`config.mk`:
```
export PLATFORM = sky130hd
export DESIGN_NAME = sclgen_top
export DESIGN_NICKNAME = d
export VERILOG_FILES = /design/src/rtl/sclgen_pkg.sv /design/src/rtl/sclgen_rate_latch.sv /design/src/rtl/sclgen_phase_ctrl.sv /design/src/rtl/sclgen_top.sv
export SDC_FILE = /design/constraint.sdc
export NUM_CORES = 1
export LEC_CHECK = 0
export ABC_CLOCK_PERIOD_IN_PS = 2700
export BUFFER_PORTS_ARGS = -buffer_cell sky130_fd_sc_hd__buf_4
export CORE_UTILIZATION = 45
export CTS_CLUSTER_SIZE = 30
export DETAILED_ROUTE_END_ITERATION = 8
export GPL_TIMING_DRIVEN = 0
export SKIP_LAST_GASP = 1
export SLEW_MARGIN = 20
export SYNTH_ARGS = -nofsm -noshare
export SYNTH_HDL_FRONTEND = slang
export SYNTH_SLANG_ARGS = --single-unit
```
`constraint.sdc`:
```
create_clock -name clk -period 2.7 [get_ports clk]
set_clock_uncertainty 0.05 [all_clocks]
set_input_delay 0.54 -clock clk [delete_from_list [all_inputs] [get_ports clk]]
set_output_delay 0.54 -clock clk [all_outputs]
set_load 0.03 [all_outputs]
```
`src/rtl/sclgen_pkg.sv`:
```
package sclgen_pkg;

    parameter int BR_W = 8;
    parameter int PS_W = 2;
    localparam int NUM_PS    = 1 << PS_W;
    localparam int SHIFT_MAX = 2 * (NUM_PS - 1);
    localparam int CNT_W     = BR_W + SHIFT_MAX + 1;
    localparam int BASE_HALF = 8;

    typedef logic [CNT_W-1:0] cnt_t;

    typedef enum logic [1:0] {
        PH_IDLE = 2'd0,
        PH_LOW  = 2'd1,
        PH_HIGH = 2'd2
    } phase_e;

    typedef struct packed {
        logic start;
        logic fin;
        logic sda_chg;
        logic sda_smp;
    } strobe_t;

    // Half-period length for one prescaler position: 8 + br * 4^idx
    function automatic cnt_t half_for(input logic [BR_W-1:0] br_v, input int idx);
        return cnt_t'(BASE_HALF) + (cnt_t'(br_v) << (2 * idx));
    endfunction

endpackage

```
`src/rtl/sclgen_rate_latch.sv`:
```
module sclgen_rate_latch
    import sclgen_pkg::*;
#(
    parameter int RB_W = BR_W,
    parameter int RP_W = PS_W
) (
    input  logic            clk,
    input  logic            rst,
    input  logic            load,
    input  logic [RB_W-1:0] br,
    input  logic [RP_W-1:0] ps,
    output cnt_t            half_q
);
    localparam int N_SEL = 1 << RP_W;

    cnt_t cand [N_SEL];

    // One candidate half length per prescaler code
    genvar g;
    generate
        for (g = 0; g < N_SEL; g++) begin : g_cand
            assign cand[g] = half_for(br, g);
        end
    endgenerate

    // Capture only at a period boundary
    always_ff @(posedge clk) begin
        if (rst) begin
            half_q <= cnt_t'(BASE_HALF);
        end else if (load) begin
            half_q <= cand[ps];
        end
    end

endmodule

```
`src/rtl/sclgen_phase_ctrl.sv`:
```
module sclgen_phase_ctrl
    import sclgen_pkg::*;
(
    input  logic    clk,
    input  logic    rst,
    input  logic    en,
    input  logic    scl_in,
    input  cnt_t    half,
    output logic    load,
    output logic    scl_o,
    output strobe_t strb
);
    phase_e st;
    cnt_t   cnt;
    logic   counting;
    logic   last;
    cnt_t   mid;

    always_comb begin
        mid      = half >> 1;
        counting = (st == PH_LOW) || ((st == PH_HIGH) && ((cnt != '0) || scl_in));
        last     = counting && (cnt == half - cnt_t'(1));
        load     = en && (((st == PH_IDLE)) || ((st == PH_HIGH) && last));
        scl_o    = (st != PH_LOW);
        strb.start   = ((st == PH_LOW) && (cnt == '0)) ||
                       ((st == PH_HIGH) && (cnt == '0) && scl_in);
        strb.fin     = last;
        strb.sda_chg = (st == PH_LOW) && (cnt == mid);
        strb.sda_smp = (st == PH_HIGH) && (cnt == mid);
    end

    always_ff @(posedge clk) begin
        if (rst || !en) begin
            st  <= PH_IDLE;
            cnt <= '0;
        end else begin
            unique case (st)
                PH_IDLE: begin
                    st  <= PH_LOW;
                    cnt <= '0;
                end
                PH_LOW: begin
                    if (last) begin
                        st  <= PH_HIGH;
                        cnt <= '0;
                    end else begin
                        cnt <= cnt + cnt_t'(1);
                    end
                end
                PH_HIGH: begin
                    if (last) begin
                        st  <= PH_LOW;
                        cnt <= '0;
                    end else if (counting) begin
                        cnt <= cnt + cnt_t'(1);
                    end
                end
                default: begin
                    st  <= PH_IDLE;
                    cnt <= '0;
                end
            endcase
        end
    end

    // disabled generator releases the line and stays silent
    a_r1_disabled_released: assert property (@(posedge clk) disable iff (rst)
        !en |=> (scl_o && !strb.start && !strb.fin && !strb.sda_chg && !strb.sda_smp));

    // an idle block pulls the line low one cycle after enable
    a_r2_enable_pulls_low: assert property (@(posedge clk) disable iff (rst)
        ((st == PH_IDLE) && en) |=> (!scl_o && strb.start));

    // high-phase timing frozen while the line is held low
    a_r5_wait_for_line: assert property (@(posedge clk) disable iff (rst)
        ((st == PH_HIGH) && (cnt == '0) && !scl_in && en) |=> ((st == PH_HIGH) && (cnt == '0)));

    // captured length moves only on a load
    a_r6_half_frozen: assert property (@(posedge clk) disable iff (rst)
        !load |=> $stable(half));

    // a phase never starts and ends in the same cycle
    a_r7_start_not_end: assert property (@(posedge clk) disable iff (rst)
        !(strb.start && strb.fin));

    // data-change point inside low phase, sample point with the line high
    a_r8_chg_in_low: assert property (@(posedge clk) disable iff (rst)
        strb.sda_chg |-> !scl_o);
    a_r8_smp_line_high: assert property (@(posedge clk) disable iff (rst)
        strb.sda_smp |-> (scl_o && scl_in));

endmodule

```
`src/rtl/sclgen_top.sv`:
```
module sclgen_top
    import sclgen_pkg::*;
#(
    parameter int TOP_BR_W = BR_W,
    parameter int TOP_PS_W = PS_W
) (
    input  logic                clk,
    input  logic                rst,
    input  logic                en,
    input  logic [TOP_BR_W-1:0] br,
    input  logic [TOP_PS_W-1:0] ps,
    input  logic                scl_in,
    output logic                scl_o,
    output logic                ph_start,
    output logic                ph_end,
    output logic                sda_chg,
    output logic                sda_smp
);
    logic    load;
    cnt_t    half;
    strobe_t strb;

    sclgen_rate_latch #(
        .RB_W (TOP_BR_W),
        .RP_W (TOP_PS_W)
    ) u_latch (
        .clk    (clk),
        .rst    (rst),
        .load   (load),
        .br     (br),
        .ps     (ps),
        .half_q (half)
    );

    sclgen_phase_ctrl u_ctrl (
        .clk    (clk),
        .rst    (rst),
        .en     (en),
        .scl_in (scl_in),
        .half   (half),
        .load   (load),
        .scl_o  (scl_o),
        .strb   (strb)
    );

    assign ph_start = strb.start;
    assign ph_end   = strb.fin;
    assign sda_chg  = strb.sda_chg;
    assign sda_smp  = strb.sda_smp;

endmodule

```
# Yosys cells after proc, flatten, opt, wreduce, memory -nomap -nowiden
# Index checks and enable logic that the tools add are counted.
dict set report word_totals {
  out_inout_bits 5
  wordCells 48
  in_bits 14
  regBits 32
}
dict set report op_classes {
  reduce_logical 19
  eq_ne 8
  n_mux 10
  bitwise_logic 1
  order_cmp 1
  n_addsub 6
}
# cell n
set op_table {}
lappend op_table {{$mux W15} 5}
lappend op_table {{$bmux W15 S2} 1}
lappend op_table {{$pmux W15 S2} 1}
lappend op_table {{$add A15 B1 Y15 const B} 1}
lappend op_table {{$add A4 B14 Y15 const A} 1}
lappend op_table {{$eq A15 B14 Y1} 1}
lappend op_table {{$eq A15 B15 Y1} 1}
lappend op_table {{$logic_not A15 Y1} 1}
lappend op_table {{$reduce_bool A15 Y1} 1}
lappend op_table {{$sub A15 B1 Y15 const B} 1}
lappend op_table {{$add A4 B12 Y13 const A} 1}
lappend op_table {{$add A4 B10 Y11 const A} 1}
lappend op_table {{$add A4 B8 Y9 const A} 1}
lappend op_table {{$logic_and A1 B1 Y1} 9}
lappend op_table {{$pmux W2 S3} 1}
lappend op_table {{$logic_or A1 B1 Y1} 5}
lappend op_table {{$mux W2} 2}
lappend op_table {{$ne A2 B2 Y1 const B} 2}
lappend op_table {{$ge A3 B3 Y1 const B} 1}
lappend op_table {{$ne A3 B2 Y1 const B} 1}
lappend op_table {{$not A2 Y3} 1}
lappend op_table {{$eq A2 B1 Y1 const B} 1}
lappend op_table {{$eq A2 B2 Y1 const B} 1}
lappend op_table {{$logic_not A2 Y1} 1}
lappend op_table {{3 further kinds} 3}

# Logic depth before layout (Yosys ltp)
dict set report depth {
  word_depth 8
  depth_mapped 11
  depth_no_buf 9
}

# Hierarchy
# From an unflattened synthesis, not the netlist that was laid out.
dict set report unflattened {
  cells_unflattened 322
  area_unflattened_um2 2527.4
}
# mod area_per_inst_um2 cells_per_inst instances seq_area_each_um2
set by_module_without_submodules {}
lappend by_module_without_submodules {sclgen_phase_ctrl 1662.8 209 1 340.3}
lappend by_module_without_submodules {sclgen_rate_latch 864.6 113 1 280.3}

# Worst setup path before layout
# OpenSTA, ideal clock, no wires.
dict set report synth_timing {
  path_type {flip-flop to output port}
  startpoint {register u_latch.half_q[2]}
  endpoint {output ph_end}
  n_path_buf 2
  stages_incl_launch_ff 9
  setup_slack_ns -0.270
  arrival_ns 2.380
  required_ns 2.110
  cell_sequence {dfxtp_1 -> buf_6 -> or4_4 -> buf_6 -> nor4_4 -> xnor2_1 -> or4_4 -> nor3_1 -> and2_1}
}
dict set report synth_via {
  elab_chain_len 3
}
# item line
set synth_rtl {}
lappend synth_rtl {{start, declared} sclgen_rate_latch.sv:12} ;# output cnt_t half_q
lappend synth_rtl {{start signal, assigned} sclgen_rate_latch.sv:29} ;# half_q <= cnt_t'(BASE_HALF);
lappend synth_rtl {{start signal, assigned} sclgen_rate_latch.sv:31} ;# half_q <= cand[ps];
lappend synth_rtl {{$sub A15 B1 Y15} sclgen_phase_ctrl.sv:22} ;# last = counting && (cnt == half - cnt_t'(1));
lappend synth_rtl {{$eq A15 B15 Y1} sclgen_phase_ctrl.sv:22}
lappend synth_rtl {{$logic_and A1 B1 Y1} sclgen_phase_ctrl.sv:22}
lappend synth_rtl {{end, declared} sclgen_top.sv:15} ;# output logic ph_end,
# No other way between the ends.

# Worst setup path in the final report
dict set report layout_timing {
  startpoint {register u_latch.half_q[5]}
  endpoint {output ph_end}
}
# Same word-level chain as after synthesis.

==> results.env <==
RUN_STATUS='finished with violations'
FAILED_CHECKS='negative setup slack'
DIE_HEIGHT_UM=78.3
DPL_WORST_SLACK_PS=-464
MAPPEDNETLISTNETS=351
DETAIL_ROUTE.DRC_VIOLATIONS=0
POWERDENSITY_mW_PER_MM2=366
FINAL_ANTENNA_NET_COUNT=0
CTS.SINK_COUNT=31
DRT_ITER0_MARKERS=101
SHARE_OF_THE_CLOCK_PERIOD_USED_BY_THE_WORST_PATH_AFTER_LAYOUT_PCT=116
TOTALPOWERFINAL_W=0.00118
GLOBALROUTE.TOTALOVERFLOW=0
CRITPATHCAPTURETYPE='primary output'
SEQ_AREA_FRAC_SYNTH_PCT=23.7
FINALMAXSLEWVIOLATIONS=0
YOSYSWARNINGS=0
INITIAL_ANTENNA_VIOLATION_COUNT=0
GRTUSAGEMET2_PCT=36.8
WORSTHOLDPATHTYPE='reg -> reg'
NUM_ROWS=27
ROUTE.FINAL.WIRE_LENGTH_UM=6480
SYNTH.AVG_CELL_AREA_SQ_UM=7.96
DIODES=0
POWER.SHARE.CLOCK_PCT=32.2
YS_DOMINANT_REG_CELL='dfxtp_1'
DP_HPWL_UM=4700
CELLINTERNALPOWER_W=0.000824
CORE_AREA_SQ_MM=0.00557
POWER.SHARE.SWITCHING_PCT=30.1
GRT_FIRST_PASS_WIRELENGTH_UM=10600
FINALCRITICALPERIOD_PS=3130
SYNTH_MOST_COMMON_CELL='nor2_1'
R2R-START='u_latch.half_q[5]$_SDFFE_PP0P_'
CRITICAL_PATH_REQUIRED_PS=2110
DESIGN.PORTCOUNT=19
ROUTED-VIA-COUNT=2420
FINAL_LAYOUT_SIZE_SUFFIX_GT1_SHARE_PCT=25.5
GP_ROUTABILITY_CONGESTION=0.875
SYNTH_COMMONEST_CELLS='nor2_1 (34), dfxtp_1 (31), xnor2_1 (25)'
MAXSLEWHEADROOM_PCT=67.5
HOLD_BUF_CTS=0
AREA_LEADER_NETLIST='dfxtp_1'
POWER_FRAC_COMB_PCT=26.0
WORST_SETUP_HOLD_PATH_CLK_SLEW_PS=60
RSZ_0062_RAISED_AFTER_GLOBAL_ROUTING='true'
CTS_TREE='built'
SETUP.WORST_PATH.START_CLASS='flop'
CTS.ROOT.BUFFER_CELL='clkbuf_8'
P_LEAK_nW=1.20
ACHIEVABLE-FREQUENCY_GHz=0.319
SYNTHDISTINCTLIBCELLS=57
REG2REG_TO='u_latch.half_q[7]$_SDFFE_PP0P_'
RR_WORST_DEPTH=11
INITIAL_CORE_UTILIZATION_PCT=47.0
PWR-SHARE-SEQ_PCT=41.7
IRDROPWORSTVDD_mV=0.236
IO_BUFFER_COUNT=17
MAX-CLOCK-PATH-BUFFERS=2
FLOORPLAN.DIE.WIDTH_UM=78.3
FRACTION_OF_REGISTERS_WITH_ASYNC_SET_OR_RESET_AFTER_SYNTHESIS_PCT=0
SYNTHDOMINANTCELLAREASHARE_PCT=23.7
AREA_DELTA_SYNTH_FINAL_PCT=23.1
CLK_LATENCY_PS=280
HOLD_PATH_END='u_latch.half_q[5]$_SDFFE_PP0P_'
GRT_BUSIEST_LAYER='met2'
DRTPASS1ITERATIONS=4
VIAS_IN_THE_FIRST_GLOBAL_ROUTE=2261
GRT_MAX_DEGREE=11
CP_DATA_ARRIVAL_TIME_PS=2540
MAXCAPVIOLATIONS=0
CTS_INSERTED_BUFFERS=5
HOLD_VIOL_FINAL=0
ROUTE.DETAILED.VIAS_PER_INST=5.54
REGTOREGSETUPSLACK_PS=-290
FINALHOLDWORSTSLACK_PS=482
CRITPATHKIND='reg -> out'
LAYOUT_SETUP_WS_PS=-432
POST_SYNTH_INST_COUNT=329
USE_MET3_PCT=4.19
PATH_MAX_FANOUT=4
GRT_USE_MET1_PCT=28.0
P_SWITCHING_W=0.000356
TRACK_USAGE_PCT=22.0
FINAL_NETS=387
WORSTMARGINPINSLEW_PS=487
SYNTH_TOP_CELLS_BY_AREA='dfxtp_1 (24%), xnor2_1 (8.4%), xor2_1 (6.4%), nor2_1 (4.9%), ha_1 (3.8%)'
HOLD_PATH.STARTPOINT='u_latch.half_q[5]$_SDFFE_PP0P_'
ROUTED_WIRE_LENGTH_PER_INSTANCE_UM=14.8
TOTAL_OF_FLIP_FLOPS_PLUS_LATCHES_AFTER_SYNTHESIS=31
FP.DIEAREA_SQ_MM=0.00613
CTS_HTREE_LEVELS=2
SYNTH_ENABLE_FLOP_CELLS=0
WORSTHOLDPATHCELLS=2
FINALSETUPVIOLATIONS=15
SYNTH.CELL_AREA_SQ_MM=0.00262
## through the flow
step	setup TNS [ps]	util, %	area, sq um	std cells
after detailed placement	-8570	51.0	2850	418
after global routing	-6980	57.8	3220	437
after floorplan	-275	-	2630	329
final	-3470	57.8	3220	437
after global placement	-7810	51.0	2850	418
after CTS	-3080	53.6	2990	424
## cell usage in the layout (no fill, tap or decap), types with 3 or more instances in the layout
master    instances
nor3_1            6
dfxtp_1          21
a21oi_1           8
nor3_4            3
buf_6             4
mux2i_1          10
ha_1              5
nand2b_1         10
o21ai_0           6
mux2_4            4
clkbuf_8          6
nor2b_1          10
xor2_1           19
xnor2_1          24
and3_1            5
nand3_1          11
inv_1            10
or4_4             4
a211oi_1          4
dfxtp_2           6
dfxtp_4           4
nand3b_1          4
nor4_1            8
nand4_1           9
clkbuf_1         16
nor2_1           34
and2_1            3
mux2_2            4
buf_4            33
nand2_1          20
## worst max-delay path by stage
stage                     cells past startpoint                              end  slack [ps]                           start
after floorplan                               8                           ph_end         -80  u_latch.half_q[2]$_SDFFE_PP0P_
after global placement                        9  u_latch.half_q[10]$_SDFFE_PP0P_        -440  u_latch.half_q[0]$_SDFFE_PP0P_
after detailed placement                      9                           ph_end        -460  u_latch.half_q[0]$_SDFFE_PP0P_
after CTS                                     7                           ph_end        -580  u_latch.half_q[9]$_SDFFE_PP0P_
after global routing                          7                           ph_end        -510  u_latch.half_q[5]$_SDFFE_PP0P_
final                                         7                           ph_end        -430  u_latch.half_q[5]$_SDFFE_PP0P_
## cells by family after synthesis
family	share of synthesized area, %
simple gates	31.2
xor+xnor	14.7
compound gates	12.3
buf+inv	6.54
flops	23.7
mux	7.69
fa+ha+maj	3.82
## critical path: stages (launching register included)
cell and delay [ps]:
dfxtp_4 350, or4_4 550, nor4_4 310, xnor2_2 110, or4_4 470, nor3_4 170, and2_4 180, buf_6 120
## cell type report
class | instances | area, sq um
clock buffer | 6 | 82.6
fill | 539 | 2350
buffer | 20 | 95.1
tap | 72 | 90.1
inverter | 10 | 37.5
timing repair buffer | 38 | 322
clock inverter | 1 | 5.00
sequential | 31 | 643
multi-input combinational | 259 | 1950
## per-layer routing
layer | up-vias | share of wire [%] | routed length, um
li1 | 1224 | - | -
met1 | 1147 | 47 | 3050
met2 | 38 | 48 | 3120
met3 | 11 | 3.2 | 208
met4 | 0 | 1.6 | 104
met5 | - | 0 | 0
## registers in the layout, summed over array words and instances, names as in the netlist
register        count
u_latch.half_q     14
u_ctrl.cnt         15
u_ctrl.st           2
## power groups by stage
stage               registers (W)  logic (W)  clock network (W)
floorplan                0.000488   0.000189                  0
global placement         0.000491   0.000249                  0
detailed placement       0.000492   0.000252                  0
CTS                      0.000490   0.000260           0.000390
global route             0.000494   0.000338           0.000412
finish                   0.000492   0.000307           0.000380
## timing repair
| action | 4_1_cts | 5_1_grt |
|---|---|---|
| buffers inserted | 5 | 16 |
| gates resized for setup | 16 | 28 |
| pin swaps | 6 | 10 |
| setup endpoints to repair | 31 | 34 |
Power figures use the tool's default switching activity.
